**src/rtl/i2c_scl_pkg.sv**
```systemverilog
package i2c_scl_pkg;

   typedef enum logic [1:0] {
      PH_IDLE = 2'd0,
      PH_LOW  = 2'd1,
      PH_HIGH = 2'd2
   } scl_phase_e;

   function automatic int unsigned cnt_width(input int unsigned n);
      return (n < 2) ? 1 : $clog2(n);
   endfunction

   function automatic int unsigned max_u(input int unsigned a, input int unsigned b);
      return (a > b) ? a : b;
   endfunction

endpackage

```
**src/rtl/i2c_scl_line_sync.sv**
```systemverilog
module i2c_scl_line_sync #(
   parameter int STAGES = 0
) (
   input  logic clk,
   input  logic rst_n,
   input  logic line_in,
   output logic line_hi
);

   generate
      if (STAGES == 0) begin : g_direct
         logic unused_sync_pins;
         assign unused_sync_pins = clk ^ rst_n;
         assign line_hi = line_in;
      end else begin : g_chain
         logic [STAGES-1:0] sr;
         always_ff @(posedge clk or negedge rst_n) begin
            if (!rst_n) begin
               sr <= '1;
            end else begin
               sr[0] <= line_in;
               for (int i = 1; i < STAGES; i++) begin
                  sr[i] <= sr[i-1];
               end
            end
         end
         assign line_hi = sr[STAGES-1];
      end
   endgenerate

endmodule

```
**src/rtl/i2c_scl_prescaler.sv**
```systemverilog
module i2c_scl_prescaler #(
   parameter int PERIOD_W = 7
) (
   input  logic                clk,
   input  logic                rst_n,
   input  logic                clear,
   input  logic                advance,
   input  logic [PERIOD_W-1:0] period_q,
   output logic                unit_done
);

   localparam int CNT_W = PERIOD_W + 1;

   logic [CNT_W-1:0] cnt;
   logic [CNT_W-1:0] limit;

   // 2*(P+1)-1 = 2P+1
   assign limit     = {period_q, 1'b1};
   assign unit_done = advance && (cnt == limit);

   always_ff @(posedge clk or negedge rst_n) begin
      if (!rst_n) begin
         cnt <= '0;
      end else if (clear || unit_done) begin
         cnt <= '0;
      end else if (advance) begin
         cnt <= cnt + 1'b1;
      end
   end

endmodule

```
**src/rtl/i2c_scl_phase_seq.sv**
```systemverilog
module i2c_scl_phase_seq
   import i2c_scl_pkg::*;
#(
   parameter int PERIOD_W   = 7,
   parameter int LOW_UNITS  = 6,
   parameter int HIGH_UNITS = 4
) (
   input  logic                clk,
   input  logic                rst_n,
   input  logic                en,
   input  logic                line_hi,
   input  logic                unit_done,
   input  logic [PERIOD_W-1:0] period_in,
   output logic [PERIOD_W-1:0] period_q,
   output logic                advance,
   output logic                clear,
   output scl_phase_e          phase,
   output logic                low_start,
   output logic                high_start
);

   localparam int UNIT_W = cnt_width(max_u(LOW_UNITS, HIGH_UNITS));
   localparam logic [UNIT_W-1:0] LOW_LAST  = UNIT_W'(LOW_UNITS - 1);
   localparam logic [UNIT_W-1:0] HIGH_LAST = UNIT_W'(HIGH_UNITS - 1);

   logic [UNIT_W-1:0] ucnt;
   logic              go_low;
   logic              go_high;
   logic              go_idle;

   always_comb begin
      go_low  = 1'b0;
      go_high = 1'b0;
      go_idle = 1'b0;
      if (!en) begin
         go_idle = (phase != PH_IDLE);
      end else begin
         unique case (phase)
            PH_IDLE: go_low  = 1'b1;
            PH_LOW:  go_high = unit_done && (ucnt == LOW_LAST);
            PH_HIGH: go_low  = unit_done && (ucnt == HIGH_LAST);
            default: go_idle = 1'b1;
         endcase
      end
   end

   assign advance = en && ((phase == PH_LOW) || ((phase == PH_HIGH) && line_hi));
   assign clear   = (phase == PH_IDLE);

   always_ff @(posedge clk or negedge rst_n) begin
      if (!rst_n) begin
         phase      <= PH_IDLE;
         ucnt       <= '0;
         low_start  <= 1'b0;
         high_start <= 1'b0;
         period_q   <= '0;
      end else begin
         low_start  <= go_low;
         high_start <= go_high;
         if (go_idle) begin
            phase <= PH_IDLE;
         end else if (go_low) begin
            phase <= PH_LOW;
         end else if (go_high) begin
            phase <= PH_HIGH;
         end
         if (go_low || go_high || go_idle || (phase == PH_IDLE)) begin
            ucnt <= '0;
         end else if (unit_done) begin
            ucnt <= ucnt + 1'b1;
         end
         if (go_low) begin
            period_q <= period_in;
         end
      end
   end

endmodule

```
**src/rtl/i2c_scl_timer.sv**
```systemverilog
module i2c_scl_timer
   import i2c_scl_pkg::*;
#(
   parameter int PERIOD_W    = 7,
   parameter int LOW_UNITS   = 6,
   parameter int HIGH_UNITS  = 4,
   parameter int SYNC_STAGES = 0,
   parameter bit STRETCH_EN  = 1'b1
) (
   input  logic                clk,
   input  logic                rst_n,
   input  logic                en,
   input  logic [PERIOD_W-1:0] period,
   input  logic                scl_in,
   output logic                scl_low,
   output logic                low_start,
   output logic                high_start
);

   if (PERIOD_W < 1 || PERIOD_W > 12) begin : g_bad_width
      $error("i2c_scl_timer: PERIOD_W out of range");
   end
   if (LOW_UNITS < 1 || HIGH_UNITS < 1) begin : g_bad_units
      $error("i2c_scl_timer: phase unit counts must be positive");
   end
   if (SYNC_STAGES < 0 || SYNC_STAGES > 4) begin : g_bad_sync
      $error("i2c_scl_timer: SYNC_STAGES out of range");
   end

   logic                line_hi;
   logic                unit_done;
   logic                advance;
   logic                clear;
   logic [PERIOD_W-1:0] period_q;
   scl_phase_e          phase;

   generate
      if (STRETCH_EN) begin : g_stretch
         i2c_scl_line_sync #(.STAGES(SYNC_STAGES)) u_sync (
            .clk     (clk),
            .rst_n   (rst_n),
            .line_in (scl_in),
            .line_hi (line_hi)
         );
      end else begin : g_no_stretch
         logic unused_scl_in;
         assign unused_scl_in = scl_in;
         assign line_hi = 1'b1;
      end
   endgenerate

   i2c_scl_prescaler #(.PERIOD_W(PERIOD_W)) u_pre (
      .clk       (clk),
      .rst_n     (rst_n),
      .clear     (clear),
      .advance   (advance),
      .period_q  (period_q),
      .unit_done (unit_done)
   );

   i2c_scl_phase_seq #(
      .PERIOD_W   (PERIOD_W),
      .LOW_UNITS  (LOW_UNITS),
      .HIGH_UNITS (HIGH_UNITS)
   ) u_seq (
      .clk        (clk),
      .rst_n      (rst_n),
      .en         (en),
      .line_hi    (line_hi),
      .unit_done  (unit_done),
      .period_in  (period),
      .period_q   (period_q),
      .advance    (advance),
      .clear      (clear),
      .phase      (phase),
      .low_start  (low_start),
      .high_start (high_start)
   );

   assign scl_low = (phase == PH_LOW);

endmodule

```
**config.mk**
```make
export PLATFORM = sky130hd
export DESIGN_NAME = i2c_scl_timer
export DESIGN_NICKNAME = d
export VERILOG_FILES = /design/src/rtl/i2c_scl_pkg.sv /design/src/rtl/i2c_scl_line_sync.sv /design/src/rtl/i2c_scl_prescaler.sv /design/src/rtl/i2c_scl_phase_seq.sv /design/src/rtl/i2c_scl_timer.sv
export SDC_FILE = /design/constraint.sdc
export NUM_CORES = 1
export LEC_CHECK = 0
export BUFFER_PORTS_ARGS = -buffer_cell sky130_fd_sc_hd__clkbuf_2
export CELL_PAD_IN_SITES_DETAIL_PLACEMENT = 1
export CELL_PAD_IN_SITES_GLOBAL_PLACEMENT = 1
export CORE_MARGIN = 1.5
export CORE_UTILIZATION = 41
export DETAILED_ROUTE_END_ITERATION = 7
export GPL_ROUTABILITY_DRIVEN = 0
export GPL_TIMING_DRIVEN = 0
export PLACE_DENSITY_LB_ADDON = 0.25
export RECOVER_POWER = 25
export SETUP_SLACK_MARGIN = 0.1
export SYNTH_ARGS = -nofsm -noshare
export SYNTH_HDL_FRONTEND = slang
export SYNTH_SLANG_ARGS = --single-unit
```
**constraint.sdc**
```tcl
create_clock -name clk -period 4 [get_ports clk]
set_clock_uncertainty 0.1 [all_clocks]
set_input_delay 0.8 -clock clk [delete_from_list [all_inputs] [get_ports clk]]
set_output_delay 0.8 -clock clk [all_outputs]
set_load 0.03 [all_outputs]
```
Word-level counts from Yosys, hierarchy flattened
Index checks and enable logic that the tools add are counted.
Storage, ports and cells
  bits in registers: 22
  input port bits: 11
  output and inout port bits: 3
  word-level logic and storage cells: 42
Cells by class
  add/sub/neg operators: 2
  eq/ne operators: 5
  multiplexer cells: 13
  reduce and logical (&&, ||, !) cells: 16
Operators by type and width (count)
  2-to-1 mux 8 bit: 2
  adder 8 x 1 -> 8 bit (second input constant): 1
  == test 8 bit: 1
  2-to-1 mux 2 bit: 3
  2-to-1 mux 3 bit: 2
  nonzero test 2 bit: 3
  logical AND 1 bit: 5
  logical OR 1 bit: 5
  2-to-1 mux 1 bit: 5
  adder 3 x 1 -> 3 bit (second input constant): 1
  == test 3 x 2 -> 1 bit (second input constant): 1
  == test 3 bit (second input constant): 1
  nonzero test 3 bit: 1
  OR reduction 3 bit: 1
  == test 2 x 1 -> 1 bit (second input constant): 1
  == test 2 bit (second input constant): 1
  logical NOT 2 bit: 1
  case mux 1 bit (2 select lines): 1

Longest topological paths before layout
Gate-level depths: netlist (run 1).
  depth after elaboration: 12
  gate-level depth with buffers: 6
  mapped depth without buffers: 6

By module
A second synthesis (run 1) with hierarchy kept.
Second synthesis, totals
  cells, all modules: 102
  area total of the unflattened synthesis: 1146.1 sq um
Modules (own cells, without submodules)
  i2c_scl_phase_seq: times used 1, cells an instance 49, area an instance 628.1 sq um, sequential area each 350.3 sq um
  i2c_scl_prescaler: times used 1, cells an instance 51, area an instance 496.7 sq um, sequential area each 200.2 sq um
  i2c_scl_timer: times used 1, cells an instance 1, area an instance 13.8 sq um, sequential area each 0.0 sq um
  i2c_scl_line_sync: times used 1, cells an instance 1, area an instance 7.5 sq um, sequential area each 0.0 sq um

Least setup slack after synthesis (run 1)
Ideal clock, no wire load.
  path kind: input to register
  from: in en
  to: reg u_seq.period_q[0]
  library setup time: 0.125 ns
  arrival time: 1.760 ns
  data required time: 3.775 ns
  setup slack: 2.015 ns
  cell stages on the path: 5
  buffers on the path: 2
  path through: buf_6 or2b_2 a21o_2 buf_6 mux2_2
Between the ends
  longest elaborated chain between the ends: 5
RTL lines
  start, declared: line i2c_scl_timer.sv:12  | input logic en,
  logical AND 1 bit: line i2c_scl_phase_seq.sv:47  | assign advance = en && ((phase == PH_LOW) || ((phase == PH_HIGH) && line_hi));
  logical AND 1 bit: line i2c_scl_prescaler.sv:19  | assign unit_done = advance && (cnt == limit);
  logical AND 1 bit: line i2c_scl_phase_seq.sv:41  | PH_HIGH: go_low = unit_done && (ucnt == HIGH_LAST);
  case mux 1 bit (2 select lines): line i2c_scl_phase_seq.sv:38  | unique case (phase)
  2-to-1 mux 1 bit (*): line i2c_scl_phase_seq.sv:35  | if (!en) begin
  end signal, assigned: line i2c_scl_phase_seq.sv:73  | period_q <= period_in;
  end, declared: line i2c_scl_phase_seq.sv:14  | output logic [PERIOD_W-1:0] period_q,
Mark *: on every way between the ends. The rest lies on a longest branch, timed or not.
A chain may end at the register's enable or synchronous reset.

Worst setup path after layout (run 1)
  from: reg u_seq.phase[1]
  to: out scl_low
Between the ends
  longest elaborated chain between the ends: 1
RTL lines
  start, declared: line i2c_scl_phase_seq.sv:17  | output scl_phase_e phase,
  start signal, assigned: line i2c_scl_phase_seq.sv:52  | phase <= PH_IDLE;
  start signal, assigned: line i2c_scl_phase_seq.sv:61  | phase <= PH_IDLE;
  start signal, assigned: line i2c_scl_phase_seq.sv:63  | phase <= PH_LOW;
  == test 2 x 1 -> 1 bit: line i2c_scl_timer.sv:80  | assign scl_low = (phase == PH_LOW);
  end, declared: line i2c_scl_timer.sv:15  | output logic scl_low,
Every way passes these cells.

==> metrics.yaml, run 1 <==
first_iter_violations: 15
avgSynthCellArea_sq_um: 10.6
vias_per_cell: 5.51
syn2layout_area_growth_pct: 12.1
pin_count: 14
switching_share_pct: 23.3
synth_compound_area_share_pct: 11.3
route.detailed.drc: 0
yosysUniqueCellTypes: 31
synth_fp_nets: 132
hold_viol: 0
grt_overflow: 0
globalRouteTotalUtil_pct: 17.3
crit_path_end_kind: "primary output"
final_common_cell: "dfrtp_1"
period_share_pct: 54.3
dieWidth_um: 58.1
h-tree-depth: 1
ys_ff_latch: 22
synth_edf_count: 0
io_buffers: 12
cellLeakagePower_uw: 0.000604
cts_resized: 0
wire_per_inst_um: 15.3
ys_seq_area_share_pct: 44.3
yosys_warnings: 0
synth_area_leaders: "dfrtp_1 44%, xnor2_1 8.5%, mux2_2 6.3%, ha_1 4.0%, nor2_1 3.3%"
slew_headroom_pct: 21.4
synthSimpleGateAreaFrac_pct: 17.9
switching_power_uw: 111
first_pass_iters: 4
antenna_found_initial: 0
cap_violations: 0
ant_nets: 0
synth-xor-area-share_pct: 9.86
core_area_sq_um: 2810
slew_viol_final: 0
min_path_cells: 1
netlist.area_leader.share_pct: 44.3
fin_cells: 164
clock-sinks: 22
power.clock.fraction_pct: 36.0
grt_pass1_wl_mm: 4.40
rows: 19
cts_buffers: 3
rsz0062_at_grt: "no"
hpwl_mm: 1.94
ys_async_sr_fraction_pct: 100
power_density_nw_per_um2: 343
fmax_mhz: 460
path_max_fanout: 8
internal_power_uw: 367
wirelength_mm: 2.50
layout-drive-gt1-share_pct: 27.8
syn_inst: 117
cts-root-buf: "clkbuf_4"
arrival_ps: 1270
synth_top_family_by_area: "simple AND/OR/NAND/NOR gates"
reg2reg_depth: 6
die_h_um: 58.1
hold_ws_ps: 446
layout_common_cells: "22 x dfrtp_1, 12 x xnor2_1, 11 x nor2_1, 11 x clkbuf_2, 8 x inv_1"
synth_area_leader_cell: "dfrtp_1"
synth_fa_ha_area_share_pct: 4.02
postCtsSetupBuffers: 0
nets: 149
setup_tns_ps: 0
p_comb_share_pct: 13.0
min_period_ps: 2170
synthFlopType: "dfrtp_1"
first_global_vias: 980
clockBufferDepth: 2
muxShareOfSynthArea_pct: 7.14
n_antenna_cell: 0
placedCellCount: 160
cts_hold_buf: 0
tightest_slew_ps: 1180
cp_data_required_time_ps: 3100
setup_violations: 0
clock_latency_ps: 310
status: "finished, final reports clean"
cts_tree: "done"
die-area_sq_um: 3370
pwr-share-seq_pct: 51.0
crit_type: "reg -> out"
min-delay-path-class: "reg -> reg"
vias: 903
cp-start-kind: "flop"
grt_max_degree: 23
cts.clk_slew.worst_paths_ps: 130
start_util_pct: 44.3
ir_drop_uv: 188
synth_area_sq_um: 1240
==> final timing paths <==
kind,to,startpoint,slack (ps)
min in group asynchronous,u_seq.ucnt[1],rst_n,590
max,scl_low,u_seq.phase[1],1830
min reg2reg,u_seq.period_q[5],u_seq.period_q[5],450
max reg2reg,u_seq.period_q[1],u_pre.cnt[4],2060
min,u_seq.period_q[5],u_seq.period_q[5],450
max in group asynchronous,u_seq.period_q[1],rst_n,2510
==> sequential cells by signal, indices dropped and copies added (netlist names) <==
name,count
u_seq.high_start,1
u_pre.cnt,8
u_seq.phase,2
u_seq.period_q,7
u_seq.ucnt,3
u_seq.low_start,1
==> stage by stage <==
stage | setup slack, ps | area, sq um | total power (uW) | utilization (%)
after detailed placement | 1750 | 1340 | 312 | 47.9
after global placement | 1770 | 1340 | 308 | 47.9
after CTS | 1810 | 1400 | 484 | 49.7
after global routing | 1760 | 1390 | 498 | 49.7
final | 1830 | 1390 | 478 | 49.7
after floorplan | 2020 | 1240 | 292 | -
==> critical path, cell delays in order, from the launching register on <==
cell and delay [ps]:
dfrtp_1 500, nor2b_4 230, clkbuf_2 240
==> power by group through the flow <==
stage	registers, uW	logic (uW)	clock network (uW)
global placement	248	60.7	0
floorplan	247	44.1	0
global route	246	68.8	183
detailed placement	249	63.0	0
CTS	244	63.6	177
finish	244	62.1	172
==> kinds of logic after synthesis <==
logic type / count (synthesis)
and+or+nand+nor: 38
buffers and inverters: 12
adders and majority gates: 4
AOI/OAI and AO/OA: 19
DFF: 22
xor gates and xnor gates: 14
muxes: 8
==> cell type report <==
type / count / area (sq um)
Inverter: 8 / 30.0
Sequential cell: 22 / 551
Clock inverter: 1 / 30.0
Timing Repair Buffer: 12 / 58.8
Buffer: 4 / 38.8
Fill cell: 332 / 1410
Multi-Input combinational cell: 83 / 624
Clock buffer: 3 / 22.5
Tap cell: 31 / 38.8
==> per-layer routing <==
layer	wire length, um	vias to the layer above	track usage, %
met5	0	-	0
met4	35	0	6.98
met3	44	4	2.01
met2	1250	10	30.5
met1	1180	444	21.5
li1	-	445	-
==> cells in the mapped netlist, types with 3 or more instances <==
cell / count
a211oi_1: 4
a31o_2: 3
buf_6: 3
dfrtp_1: 22
ha_1: 4
inv_1: 8
mux2_2: 7
nand2_1: 5
nand4_1: 6
nor2_1: 11
nor3_1: 4
o21ai_0: 6
xnor2_1: 12
No activity file was read; power rests on OpenSTA's default activity.
==> run 2, diff against run 1 <==
--- a/config.mk
+++ b/config.mk
@@ -9,7 +9,7 @@
 export CELL_PAD_IN_SITES_DETAIL_PLACEMENT = 1
 export CELL_PAD_IN_SITES_GLOBAL_PLACEMENT = 1
 export CORE_MARGIN = 1.5
-export CORE_UTILIZATION = 41
+export CORE_UTILIZATION = 40
 export DETAILED_ROUTE_END_ITERATION = 7
 export GPL_ROUTABILITY_DRIVEN = 0
 export GPL_TIMING_DRIVEN = 0
==> constraint.sdc (replaced) <==
create_clock -name clk -period 1.8 [get_ports clk]
set_clock_uncertainty 0.1 [all_clocks]
set_input_delay 0.36 -clock clk [delete_from_list [all_inputs] [get_ports clk]]
set_output_delay 0.36 -clock clk [all_outputs]
set_load 0.03 [all_outputs]
==> run 2 against run 1 <==
Net effect: the flow now finishes with violations (setup timing); non-clock buffer count increased by 15; die area increased by 2.4%; global-route usage up 2.5 points; total power is 140% higher; design area rose by 18%; critical path depth up 4; count of clock-buffer cells in the layout unchanged; largest cell class unchanged; register-to-register slack got worse by 2100 ps; core utilization is 5.2 points higher; critical endpoint is now u_seq.period_q[4]; highest routed layer unchanged; via count up 10%; worst hold slack got worse by 290 ps.
==> metrics.yaml, run 2 (synthesized netlist as in run 1, its figures left out) <==
cts-root-buf: "clkbuf_4"  # unchanged
cp_data_required_time_ps: 1920  # was 3100 ps
cts_buffers: 3  # unchanged
largest_reg_flops: 8  # unchanged
p_comb_share_pct: 16.9  # was 13.0%
met1_length_mm: 1.30  # was 1.18 mm
power_density_nw_per_um2: 689  # was 343 nW/um^2
reg2reg_from: "u_seq.period_q[5]"  # was u_pre.cnt[4]
setup_violations: 9  # was 0
cts.clk_slew.worst_paths_ps: 130  # about the same
crit_chain: "xnor2_2 -> and4_4 -> nand4_1 -> a21o_2 -> buf_6 -> mux2_2"  # was nor2b_4 -> clkbuf_2
crit_path_end_kind: "flop"  # was primary output
layout-drive-gt1-share_pct: 46.6  # was 27.8%
tightest_slew_ps: 582  # was 1180 ps
slew_viol_final: 0  # unchanged
first_global_vias: 1067  # was 980
first_iter_violations: 8  # was 15
grt_max_degree: 23  # unchanged
final_common_cell: "dfrtp_1"  # unchanged
first_pass_iters: 4  # unchanged
clock_latency_ps: 320  # was 310 ps
clockBufferDepth: 2  # unchanged
multiInputGateArea_sq_um: 731  # was 624 sq um
ff_latch_area_sq_um: 553  # was 551 sq um
placedCellCount: 162  # was 160
min_path_cells: 2  # was 1
pre_cts_slack_ps: -125  # was 1750 ps
pwr-share-seq_pct: 48.5  # was 51.0%
n_antenna_cell: 0  # unchanged
reg2reg_depth: 6  # unchanged
route.detailed.drc: 0  # unchanged
timing.final.ws_setup_ps: -21.6  # was 1830 ps
syn2layout_area_growth_pct: 32.6  # was 12.1%
switching_share_pct: 25.1  # was 23.3%
hold_viol: 0  # unchanged
rrSetupSlack_ps: -20  # was 2060 ps
internal_power_uw: 852  # was 367 uW
vias: 996  # was 903
arrival_ps: 1950  # was 1270 ps
path_max_fanout: 8  # unchanged
period_share_pct: 101
hold_end: "u_seq.period_q[5]"  # unchanged
rsz0062_at_grt: "yes"  # was no
power.clock.fraction_pct: 34.6  # was 36.0%
vias_per_cell: 5.50  # was 5.51
slew_headroom_pct: 61.2  # was 21.4%
globalRouteTotalUtil_pct: 19.8  # was 17.3%
hpwl_mm: 1.98  # was 1.94 mm
top_register: "u_pre.cnt"  # unchanged
rows: 20  # was 19
crit_buf_inv: 1  # unchanged
wirelength_mm: 3.05  # was 2.50 mm
fmax_mhz: 549
ir_drop_uv: 406  # was 188 uV
ant_nets: 0  # unchanged
core_area_sq_um: 3000  # was 2810 sq um
h-tree-depth: 1  # unchanged
layout_common_cells: "20 x dfrtp_1, 11 x clkbuf_2, 11 x buf_4"  # was 22 x dfrtp_1, 12 x xnor2_1, 11 x nor2_1, 11 x clkbuf_2, 8 x inv_1
io_buffers: 12  # unchanged
fin_cells: 181  # was 164
clock-sinks: 22  # unchanged
die-area_sq_um: 3450  # was 3370 sq um
min-delay-path-class: "in -> reg"  # was reg -> reg
crit_family: "flip-flops"  # unchanged
grt_pass1_wl_mm: 5.00  # was 4.40 mm
cp-start-kind: "flop"  # unchanged
antenna_found_initial: 0  # unchanged
dieWidth_um: 58.8  # was 58.1 um
cap_violations: 0  # unchanged
worstHoldStart: "period[5]"  # was u_seq.period_q[5]
pin_count: 14  # unchanged
nets: 164  # was 149
fin_util_pct: 54.9  # was 49.7%
violations: "setup timing"
top_layer: "met4"  # unchanged
die_h_um: 58.8  # was 58.1 um
start_util_pct: 41.4  # was 44.3%
cp_slowest_cell: "dfrtp_1"  # unchanged
max_stage_delay_ps: 430  # was 500 ps
switching_power_uw: 285  # was 111 uW
grt_overflow: 0  # unchanged
min_period_ps: 1820
n_fill_cell: 341  # was 332
cellLeakagePower_uw: 0.000743  # was 0.000604 uW
wl_met2_mm: 1.59  # was 1.25 mm
cts_tree: "done"  # unchanged
wire_per_inst_um: 16.8  # was 15.3 um
r2r_end: "u_seq.period_q[4]"  # was u_seq.period_q[1]
status: "complete, but fails checks"  # was finished, final reports clean
crit_type: "reg -> reg"  # was reg -> out
wl_met3_um: 69  # was 44 um
largestRegisters: "u_pre.cnt: 8 flops, u_seq.period_q: 7 flops, u_seq.ucnt: 3 flops"  # unchanged
==> run 2: changes by cell type in the layout (fill, tap and decap cells not counted), sizes merged <==
cell         delta
buf            +15
clkbuf          -1
dlygate4sd3     +1
==> run 2: power groups by stage <==
| stage | clock [uW] | combinational [uW] | sequential (uW) |
|---|---|---|---|
| detailed placement | 0 | 145 | 553 |
| floorplan | 0 | 101 | 550 |
| CTS | 402 | 168 | 548 |
| global route | 417 | 208 | 555 |
| global placement | 0 | 139 | 551 |
| finish | 394 | 192 | 551 |
==> run 2: how the worst max path moves through the flow <==
stage                                 start                 to  slack (ps)  cells past startpoint
final                     u_seq.period_q[5]  u_seq.period_q[4]         -20                      6
after detailed placement       u_pre.cnt[4]      u_seq.ucnt[2]        -120                      5
after floorplan                u_pre.cnt[4]  u_seq.period_q[0]          80                      6
after CTS                      u_pre.cnt[5]  u_seq.period_q[0]         -30                      6
after global routing      u_seq.period_q[6]  u_seq.period_q[0]        -100                      6
after global placement         u_pre.cnt[4]      u_seq.ucnt[1]         -90                      5
==> run 2: repair_timing <==
item / CTS / global route
endpoints found under the setup margin: 19 / 21
pin swaps: 7 / 5
hold endpoints to repair: 22 / 0
buffers inserted: 6 / 8
hold buffers: 1 / 0
resized for setup: 17 / 11
==> run 2: area by class of cell <==
cell class                      count  share of cell area, %
Clock buffer                        3                   1.37
Clock inverter                      1                   1.82
Multi-Input combinational cell     83                   44.3
Timing Repair Buffer               27                   11.9
Inverter                            8                   1.82
Buffer                              4                   2.73
Tap cell                           33                   2.50
Sequential cell                    22                   33.5
==> run 2: per-stage QoR <==
stage	hold slack [ps]	area, sq um	setup TNS [ps]	power, uW
final	153	1650	-107	1140
after global routing	151	1650	-1240	1180
after CTS	147	1540	-98.4	1120
after detailed placement	284	1350	-590	698
after global placement	274	1350	-445	690
after floorplan	-35.6	1250	0	651
==> run 2: metal layers <==
layer | up-vias | track usage, %
met2 | 16 | 36.2
met5 | - | 0
met1 | 499 | 22.6
met4 | 0 | 9.74
met3 | 9 | 2.20
li1 | 472 | -
==> run 2: worst reg2reg max path, stage by stage, from the launching register on <==
cell and delay, ps:
dfrtp_1 430, xnor2_2 190, and4_4 280, nand4_1 100
a21o_2 210, buf_6 140, mux2_2 280
==> run 3, diff against run 2 <==
--- a/config.mk
+++ b/config.mk
@@ -5,12 +5,13 @@
 export SDC_FILE = /design/constraint.sdc
 export NUM_CORES = 1
 export LEC_CHECK = 0
-export BUFFER_PORTS_ARGS = -buffer_cell sky130_fd_sc_hd__clkbuf_2
+export ABC_AREA = 1
 export CELL_PAD_IN_SITES_DETAIL_PLACEMENT = 1
 export CELL_PAD_IN_SITES_GLOBAL_PLACEMENT = 1
 export CORE_MARGIN = 1.5
-export CORE_UTILIZATION = 40
+export CORE_UTILIZATION = 41
 export DETAILED_ROUTE_END_ITERATION = 7
+export DONT_BUFFER_PORTS = 1
 export GPL_ROUTABILITY_DRIVEN = 0
 export GPL_TIMING_DRIVEN = 0
 export PLACE_DENSITY_LB_ADDON = 0.25
==> run 3 against run 2 <==
Net effect: the run now ends clean; register-to-register slack better by 90 ps; setup slack better by 93 ps; total power is 80% higher; synthesized area is 0.80% higher; non-clock buffer count is 10 lower; critical endpoint is now u_pre.cnt[4].
==> metrics.yaml, run 3 <==
dieWidth_um: 58.3  # was 58.8 um
nets: 202  # was 164
max_stage_delay_ps: 470  # was 430 ps
syn_inst: 162  # was 117
start_util_pct: 44.3  # was 41.4%
synth_area_leader_cell: "dfrtp_1"  # unchanged
syn2layout_area_growth_pct: 25.9  # was 32.6%
switching_share_pct: 43.7  # was 25.1%
core_area_sq_um: 2830  # was 3000 sq um
n_antenna_cell: 0  # unchanged
cellLeakagePower_uw: 0.000799  # was 0.000743 uW
grt_max_degree: 23  # unchanged
use_met1_pct: 27.3  # was 22.6%
ys_seq_area_share_pct: 43.9  # was 44.3%
first_global_vias: 1140  # was 1,067
crit_path_end_kind: "flop"  # unchanged
fin_cells: 216  # was 181
top_register: "u_pre.cnt"  # unchanged
period_share_pct: 96.0  # was 101%
synth_area_sq_um: 1250  # was 1240 sq um
first_pass_iters: 6  # was 4
final_common_cell: "nand2_1"  # was dfrtp_1
setup_tns_ps: 0  # was -107 ps
cts.clk_slew.worst_paths_ps: 130  # about the same
pre_cts_slack_ps: -86.4  # was -125 ps
grt_overflow: 0  # unchanged
vias: 1146  # was 996
multiInputGateArea_sq_um: 664  # was 731 sq um
hpwl_mm: 2.17  # was 1.98 mm
largestRegisters: "u_pre.cnt: 8 flops, u_seq.period_q: 7 flops, u_seq.ucnt: 3 flops"  # unchanged
grt_util_met3_pct: 3.74  # was 2.20%
path_max_fanout: 5  # was 8
status: "finished, final reports clean"  # was complete, but fails checks
min_path_cells: 2  # unchanged
p_comb_share_pct: 52.4  # was 16.9%
n_fill_cell: 366  # was 341
pwr-share-seq_pct: 36.2  # was 48.5%
globalRouteTotalUtil_pct: 20.4  # was 19.8%
cap_violations: 0  # unchanged
synth_common_cells: "50 x nand2_1, 25 x inv_1, 22 x dfrtp_1, 11 x nor2_1, 10 x nand3_1"  # was 22 x dfrtp_1, 12 x xnor2_1, 11 x nor2_1, 8 x inv_1, 7 x mux2_2
slew_headroom_pct: 31.2  # was 61.2%
largest_reg_flops: 8  # unchanged
cts_buffers: 3  # unchanged
grt_pass1_wl_mm: 5.18  # was 5.00 mm
hold_ws_ps: 50.3  # was 153 ps
switching_power_uw: 892  # was 285 uW
crit_chain: "nand2_2 -> nand2_4 -> nor2_4 -> nand3_4 -> o21bai_4 -> buf_4 -> nor2_1 -> nand2_1 -> o21ai_0"  # was xnor2_2 -> and4_4 -> nand4_1 -> a21o_2 -> buf_6 -> mux2_2
synth_edf_count: 0  # unchanged
clock_latency_ps: 320  # about the same
die_h_um: 58.3  # was 58.8 um
yosys_warnings: 0  # unchanged
route.detailed.drc: 0  # unchanged
grtUsageMet2_pct: 33.5  # was 36.2%
ir_drop_uv: 581  # was 406 uV
synthFlopType: "dfrtp_1"  # unchanged
ff_latch_area_sq_um: 554  # was 553 sq um
synth_most_common_cell: "nand2_1"  # was dfrtp_1
clockBufferDepth: 2  # unchanged
io_buffers: 0  # was 12
min_period_ps: 1730  # was 1820 ps
rsz0062_at_grt: "yes"  # unchanged
clock-sinks: 22  # unchanged
ys_async_sr_fraction_pct: 100  # unchanged
layout-drive-gt1-share_pct: 31.9  # was 46.6%
tightest_slew_ps: 1030  # was 582 ps
power_density_nw_per_um2: 1290  # was 689 nW/um^2
cts-root-buf: "clkbuf_4"  # unchanged
layout_common_cells: "45 x nand2_1, 23 x inv_1, 19 x dfrtp_1"  # was 20 x dfrtp_1, 11 x clkbuf_2, 11 x buf_4
avgSynthCellArea_sq_um: 7.74  # was 10.6 sq um
synth_fp_nets: 177  # was 132
hold_viol: 0  # unchanged
ys_ff_latch: 22  # unchanged
cp_slowest_cell: "dfrtp_2"  # was dfrtp_1
wirelength_mm: 3.34  # was 3.05 mm
placedCellCount: 193  # was 162
cts_tree: "done"  # unchanged
cp_data_required_time_ps: 1910  # was 1920 ps
reg2reg_depth: 9  # was 6
synth_area_leaders: "dfrtp_1 44%, nand2_1 15%, inv_1 7.5%, ha_1 4.0%, nand3_1 4.0%"  # was dfrtp_1 44%, xnor2_1 8.5%, mux2_2 6.3%, ha_1 4.0%, nor2_1 3.3%
rows: 19  # was 20
die-area_sq_um: 3400  # was 3450 sq um
min-delay-path-class: "in -> reg"  # unchanged
grt.busiest_layer: "met2"  # unchanged
ant_nets: 0  # unchanged
pin_count: 14  # unchanged
yosysUniqueCellTypes: 24  # was 31
h-tree-depth: 1  # unchanged
netlist.area_leader.share_pct: 43.9  # was 44.3%
fmax_mhz: 579  # was 549 MHz
crit_type: "reg -> reg"  # unchanged
internal_power_uw: 1150  # was 852 uW
timing.final.ws_setup_ps: 71.5  # was -21.6 ps
antenna_found_initial: 0  # unchanged
first_iter_violations: 24  # was 8
setup_violations: 0  # was 9
slew_viol_final: 0  # unchanged
arrival_ps: 1840  # was 1950 ps
power.clock.fraction_pct: 11.4  # was 34.6%
vias_per_cell: 5.31  # was 5.50
cp-start-kind: "flop"  # unchanged
wire_per_inst_um: 15.5  # was 16.8 um
[run 3: power groups by stage]
stage | Clock (uW) | Combinational [uW] | Sequential (uW)
6_report | 232 | 1070 | 739
5_1_grt | 254 | 1190 | 757
4_1_cts | 235 | 855 | 733
3_5_place_dp | 0 | 723 | 751
3_3_place_gp | 0 | 681 | 742
2_1_floorplan | 0 | 575 | 723
[run 3: path summary, 6_finish.rpt]
check	startpoint	endpoint	slack [ps]
setup / recovery	u_seq.phase[0]	u_pre.cnt[4]	70
hold / removal	period[2]	u_seq.period_q[2]	50
setup reg to reg	u_seq.phase[0]	u_pre.cnt[4]	70
hold reg to reg	u_seq.ucnt[2]	u_seq.ucnt[2]	450
max in group asynchronous	rst_n	u_seq.phase[0]	370
min in group asynchronous	rst_n	u_pre.cnt[2]	550
[run 3: metrics by stage]
step | power (uW) | util (%) | area, sq um
3_5_place_dp | 1470 | 45.7 | 1290
3_3_place_gp | 1420 | 45.7 | 1290
2_1_floorplan | 1300 | - | 1250
5_1_grt | 2200 | 55.8 | 1580
6_report | 2040 | 55.8 | 1580
4_1_cts | 1820 | 50.3 | 1420
[run 3: final cells by class]
| type | count | area share, % |
|---|---|---|
| sequential | 22 | 35.1 |
| multi-input combinational | 112 | 42.1 |
| clock buffer | 3 | 1.43 |
| buffer | 1 | 0.951 |
| tap | 31 | 2.46 |
| inverter | 27 | 6.74 |
| timing repair buffer | 20 | 11.3 |
[run 3: metal layers]
| metal | vias to the layer above | share of wire (%) |
|---|---|---|
| li1 | 558 | - |
| met1 | 563 | 47 |
| met2 | 18 | 48 |
| met3 | 7 | 3.1 |
| met4 | 0 | 2.1 |
| met5 | - | 0 |
[run 3: critical path, delay by kind of cell (launching register included)]
family / cells / cell delay [ps]
AOI/OAI and AO/OA: 2 / 330
and+or+nand+nor: 6 / 550
buffers and inverters: 1 / 160
DFF: 1 / 470
[run 3: cell families (layout without fill, tap and decap cells)]
family / Yosys count / count (layout) / synth area share, %
xor gates and xnor gates: 3 / 3 / 2.10
buffers and inverters: 28 / 51 / 9.08
DFF: 22 / 22 / 43.9
and+or+nand+nor: 84 / 84 / 29.7
adders and majority gates: 4 / 4 / 3.99
AOI/OAI and AO/OA: 21 / 21 / 11.2
[run 3: timing repair]
action	in CTS	in global routing
cloned	0	1
setup endpoints to repair	21	20
hold buffers	1	0
endpoints found under the hold margin	22	0
pin swaps	4	11
buffers inserted	10	8
gates resized for setup	8	27
